**src/rtl/wsc_pkg.sv**
```systemverilog
package wsc_pkg;
  localparam int REG_W   = 8;
  localparam int ADDR_W  = 2;
  localparam logic [REG_W-1:0] UNLOCK_KEY = 8'h96;
  localparam logic [REG_W-1:0] KEY_RESET  = 8'h00;

  localparam logic [ADDR_W-1:0] A_KEY  = 2'd0;
  localparam logic [ADDR_W-1:0] A_SLOW = 2'd1;
  localparam logic [ADDR_W-1:0] A_RAM  = 2'd2;

  typedef enum logic [1:0] {
    RGN_SLOW   = 2'd0,
    RGN_RAM_A  = 2'd1,
    RGN_RAM_B  = 2'd2,
    RGN_DIRECT = 2'd3
  } region_e;

  // Slow region must never run with zero waits: a field of 0 means one wait.
  function automatic logic [2:0] slow_waits(input logic [2:0] field);
    return (field == 3'd0) ? 3'd1 : field;
  endfunction

  // Code 1 follows the RAM-B bit while RAM-B is relocated over its area.
  function automatic logic ram_a_bit(input logic remap_i, input logic bit_a,
                                     input logic bit_b);
    return remap_i ? bit_b : bit_a;
  endfunction
endpackage

```
**src/rtl/wsc_regbank.sv**
```systemverilog
module wsc_regbank
  import wsc_pkg::*;
#(
  parameter int CNT_W = 3,
  parameter logic [CNT_W-1:0] SLOW_RESET = '1
) (
  input  logic              clk,
  input  logic              rst_n,
  input  logic              we,
  input  logic [ADDR_W-1:0] addr,
  input  logic [REG_W-1:0]  wdata,
  output logic [REG_W-1:0]  rdata,
  output logic [CNT_W-1:0]  slow_field,
  output logic [1:0]        ram_bits,
  output logic              unlocked,
  output logic              prot_we
);
  localparam int PAD_SLOW = REG_W - CNT_W;
  localparam int PAD_RAM  = REG_W - 2;

  logic [REG_W-1:0] key_q;

  assign unlocked = (key_q == UNLOCK_KEY);
  assign prot_we  = we && ((addr == A_SLOW) || (addr == A_RAM));

  always_ff @(posedge clk) begin
    if (!rst_n) begin
      key_q      <= KEY_RESET;
      slow_field <= SLOW_RESET;
      ram_bits   <= 2'b11;
    end else begin
      if (we && addr == A_KEY) key_q <= wdata;
      if (prot_we && unlocked) begin
        if (addr == A_SLOW) slow_field <= wdata[CNT_W-1:0];
        else                ram_bits   <= wdata[1:0];
      end
    end
  end

  always_comb begin
    unique case (addr)
      A_KEY:   rdata = key_q;
      A_SLOW:  rdata = {{PAD_SLOW{1'b0}}, slow_field};
      A_RAM:   rdata = {{PAD_RAM{1'b0}}, ram_bits};
      default: rdata = '0;
    endcase
  end
endmodule

```
**src/rtl/wsc_wait_sel.sv**
```systemverilog
module wsc_wait_sel
  import wsc_pkg::*;
#(
  parameter int CNT_W = 3
) (
  input  logic [1:0]       region,
  input  logic             remap,
  input  logic [CNT_W-1:0] slow_field,
  input  logic [1:0]       ram_bits,
  output logic [CNT_W-1:0] need
);
  always_comb begin
    unique case (region_e'(region))
      RGN_SLOW:  need = CNT_W'(slow_waits(3'(slow_field)));
      RGN_RAM_A: need = CNT_W'(ram_a_bit(remap, ram_bits[0], ram_bits[1]));
      RGN_RAM_B: need = CNT_W'(ram_bits[1]);
      default:   need = '0;
    endcase
  end
endmodule

```
**src/rtl/wsc_wait_gen.sv**
```systemverilog
module wsc_wait_gen #(
  parameter int CNT_W = 3
) (
  input  logic             clk,
  input  logic             rst_n,
  input  logic             req,
  input  logic [CNT_W-1:0] need,
  output logic             start,
  output logic             busy,
  output logic             ready
);
  logic [CNT_W-1:0] left_q;

  assign start = req && !busy;
  assign ready = busy ? (left_q == '0) : (start && need == '0);

  always_ff @(posedge clk) begin
    if (!rst_n) begin
      busy   <= 1'b0;
      left_q <= '0;
    end else if (start && need != '0) begin
      busy   <= 1'b1;
      left_q <= need - 1'b1;
    end else if (busy) begin
      if (left_q == '0) busy <= 1'b0;
      else              left_q <= left_q - 1'b1;
    end
  end
endmodule

```
**src/rtl/wait_ctrl_top.sv**
```systemverilog
module wait_ctrl_top
  import wsc_pkg::*;
#(
  parameter int CNT_W = 3
) (
  input  logic              clk,
  input  logic              rst_n,
  input  logic              reg_we,
  input  logic [ADDR_W-1:0] reg_addr,
  input  logic [REG_W-1:0]  reg_wdata,
  output logic [REG_W-1:0]  reg_rdata,
  input  logic              acc_req,
  input  logic [1:0]        acc_region,
  input  logic              remap,
  output logic              acc_ready
);
  logic [CNT_W-1:0] slow_field;
  logic [1:0]       ram_bits;
  logic             unlocked;
  logic             prot_we;
  logic [CNT_W-1:0] need;
  logic             start;
  logic             busy;

  wsc_regbank #(.CNT_W(CNT_W)) u_bank (
    .clk(clk), .rst_n(rst_n), .we(reg_we), .addr(reg_addr),
    .wdata(reg_wdata), .rdata(reg_rdata), .slow_field(slow_field),
    .ram_bits(ram_bits), .unlocked(unlocked), .prot_we(prot_we)
  );

  wsc_wait_sel #(.CNT_W(CNT_W)) u_sel (
    .region(acc_region), .remap(remap), .slow_field(slow_field),
    .ram_bits(ram_bits), .need(need)
  );

  wsc_wait_gen #(.CNT_W(CNT_W)) u_gen (
    .clk(clk), .rst_n(rst_n), .req(acc_req), .need(need),
    .start(start), .busy(busy), .ready(acc_ready)
  );
endmodule

```
**config.mk**
```make
export PLATFORM = sky130hd
export DESIGN_NAME = wait_ctrl_top
export DESIGN_NICKNAME = d
export VERILOG_FILES = /design/src/rtl/wsc_pkg.sv /design/src/rtl/wsc_regbank.sv /design/src/rtl/wsc_wait_sel.sv /design/src/rtl/wsc_wait_gen.sv /design/src/rtl/wait_ctrl_top.sv
export SDC_FILE = /design/constraint.sdc
export NUM_CORES = 1
export LEC_CHECK = 0
export BUFFER_PORTS_ARGS = -buffer_cell sky130_fd_sc_hd__buf_2
export CAP_MARGIN = 0
export CORE_MARGIN = 5
export CORE_UTILIZATION = 51
export CTS_CLUSTER_DIAMETER = 120
export DETAILED_ROUTE_END_ITERATION = 7
export PLACE_DENSITY = 0.79
export SLEW_MARGIN = 10
export SYNTH_ARGS = -nofsm -noshare
export SYNTH_HDL_FRONTEND = slang
export SYNTH_SLANG_ARGS = --single-unit
```
**constraint.sdc**
```tcl
create_clock -name clk -period 2.4 [get_ports clk]
set_input_delay 0.48 -clock clk [delete_from_list [all_inputs] [get_ports clk]]
set_output_delay 0.48 -clock clk [all_outputs]
set_load 0.005 [all_outputs]
```
==> metrics <==
DR DRC count 0; total gr overflow 0; flop and latch count out of synthesis 17; Distinct cells, synth 37; area fraction of the dominant cell type after synthesis 0.330; Critical Path Source Type primary input; DR pass1 iterations 4; max_slew headroom 0.549; Worst-path clk slew 0.11 ns; GR Util All Layers 0.188; Antenna Nets Post-Route 0; clk root buf clkbuf_4; drt total wl 2.49 mm; Skew-Pair Late Insertion Delay 0.30 ns; power share of the combinational group 0.215; Slew @ Worst Pin 0.670 ns; Internal Pwr Total ~0.42 mW; largest net degree at the start of global routing 18; CTS max path bufs 2; Max FO, Critical Path 17; CTS tree yes; Final setup viols 0; most frequent cells in the layout 25 x buf_2, 17 x dfxtp_1, 15 x nand2_1; wire length per cell 14.5 µm; Synthesis Warnings 0; fin crit period 2.07 ns; initial antenna violation count 0; Vias/cell 5.59; # fillers about 190; vias in the first global route 923; Die W 54.9 µm; routed via count 962; Post-Route Skew 0.00320 ns; Worst Hold Class in2reg; VDD IR max 349 µV; Setup Fix Bufs, Post-CTS 0; Final Cycle Share 0.862; total CTS buffers 3; power per cell area 498 nW/µm²; Avg Cell Area, Syn 8.58 µm²; post_cts resized 0; predominant post-synthesis flop cell dfxtp_1; Max Cap Viol 0; FF+latch area 340 µm²; unrepaired setup endpoints after global routing no; synth-to-layout area growth 16.2%; die footprint 3020 µm²; 1st-iter DRT viols 27; Synth Cell Area 1030 µm²; setup_tns 0 ns; commonest non-fill, non-tap cell in the layout buf_2; Worst setup EP type output pin; Hold Fails Final Rpt 0; status completed; first-pass GRT wire length between 4 and 5 mm; Leak roughly 0.54 nW; FFs w/ async S/R, synth 0; worst path required time 1.92 ns; htree depth 1; initial core utilization 0.530; hpwl dp around 2 mm; diode count 0; Clock Sinks 17; EDFF count, synth 0; input/output buffers 25; part of the power in the clock network 0.269; core area 1940 µm²; post-layout util 0.616; Critical Path AT 1.59 ns; IO Count 26; post-synth top area cell dfxtp_1; Setup CP Type in2out; Net Count, Synth 142; Placer Congestion 0.785; sw power 0.179 mW; Synth area leaders dfxtp_1 33%, ha_1 6.1%, mux2i_1 5.8%; final net count 168; f_max 0.484 GHz; layout cells sized above 1 0.241; cts-stage hold buffer count 0; Die Ht 54.9 µm; Cell Rows 16; Sw Ratio 0.300; multi-input logic area 632 µm²; max-slew violations 0; sequential share of power 0.516; register area share after synthesis 0.330; Synth Instances 120
[layer usage]
layer  wire (µm)  vias to the layer above  GRT usage  share of wire
li1            -                      480          -              -
met1         989                      446      0.202           0.40
met2        1360                       34      0.364           0.54
met3         135                        2     0.0322          0.054
met4           6                        0     0.0607         0.0024
met5           0                        -          0              0
[cells in the mapped netlist, drive strengths merged (3+ instances only)]
| cell | instances |
|---|---|
| a21oi | 11 |
| and2 | 6 |
| and3 | 3 |
| clkbuf | 3 |
| dfxtp | 17 |
| ha | 5 |
| inv | 8 |
| mux2i | 6 |
| nand2 | 15 |
| nand3 | 8 |
| nor2 | 4 |
| nor2b | 3 |
[through the flow]
step	area [µm²]	instances	total power [mW]	hold WS, ns	setup WS [ns]
6_report	1200	172	0.595	0.407	0.332
5_1_grt	1200	172	0.620	0.423	0.205
4_1_cts	1200	172	0.594	0.411	0.350
3_5_place_dp	1170	168	0.442	0.464	0.0918
3_3_place_gp	1170	168	0.434	0.456	0.203
2_1_floorplan	1030	120	0.394	0.440	0.480
[critical path, cell delays in order]
cell      delay (ns)
buf_2           0.11
inv_1           0.06
ha_1            0.38
a222oi_1        0.36
nor2_1          0.07
buf_2           0.13
[area by class of cell]
type / instances / share of cell area
clock buffer: 3 / 0.0188
clock inverter: 1 / 0.00418
inverter: 8 / 0.0251
multi-input combinational: 90 / 0.528
sequential: 17 / 0.285
tap: 27 / 0.0282
timing repair buffer: 26 / 0.111
[power by group through the flow]
stage / logic (mW) / clock network (mW) / registers, mW
3_3_place_gp: 0.121 / 0 / 0.313
3_5_place_dp: 0.128 / 0 / 0.314
6_report: 0.128 / 0.160 / 0.307
2_1_floorplan: 0.0833 / 0 / 0.310
5_1_grt: 0.143 / 0.167 / 0.309
4_1_cts: 0.129 / 0.158 / 0.307
[worst paths after layout]
kind,cells past startpoint,startpoint,to,slack [ns]
worst min register to register,2,u_bank.key_q[5],u_bank.key_q[5],0.48
worst max register to register,7,u_gen.busy,u_gen.left_q[2],0.39
worst max-delay path,6,reg_addr[0],reg_rdata[1],0.33
worst min-delay path,3,reg_wdata[2],u_bank.slow_field[2],0.41
[state kept, by name (all words and copies together), names as in the netlist]
name,cells
u_bank.key_q,8
u_bank.slow_field,3
u_gen.left_q,3
u_bank.ram_bits,2
u_gen.busy,1
[kinds of logic after synthesis]
family,after synthesis,synth area share
and+or+nand+nor,51,0.303
AOI/OAI and AO/OA,28,0.192
DFF,17,0.331
buffers and inverters,13,0.0559
adders and majority gates,5,0.0608
muxes,6,0.0583
(Power assumes the default switching activity.)
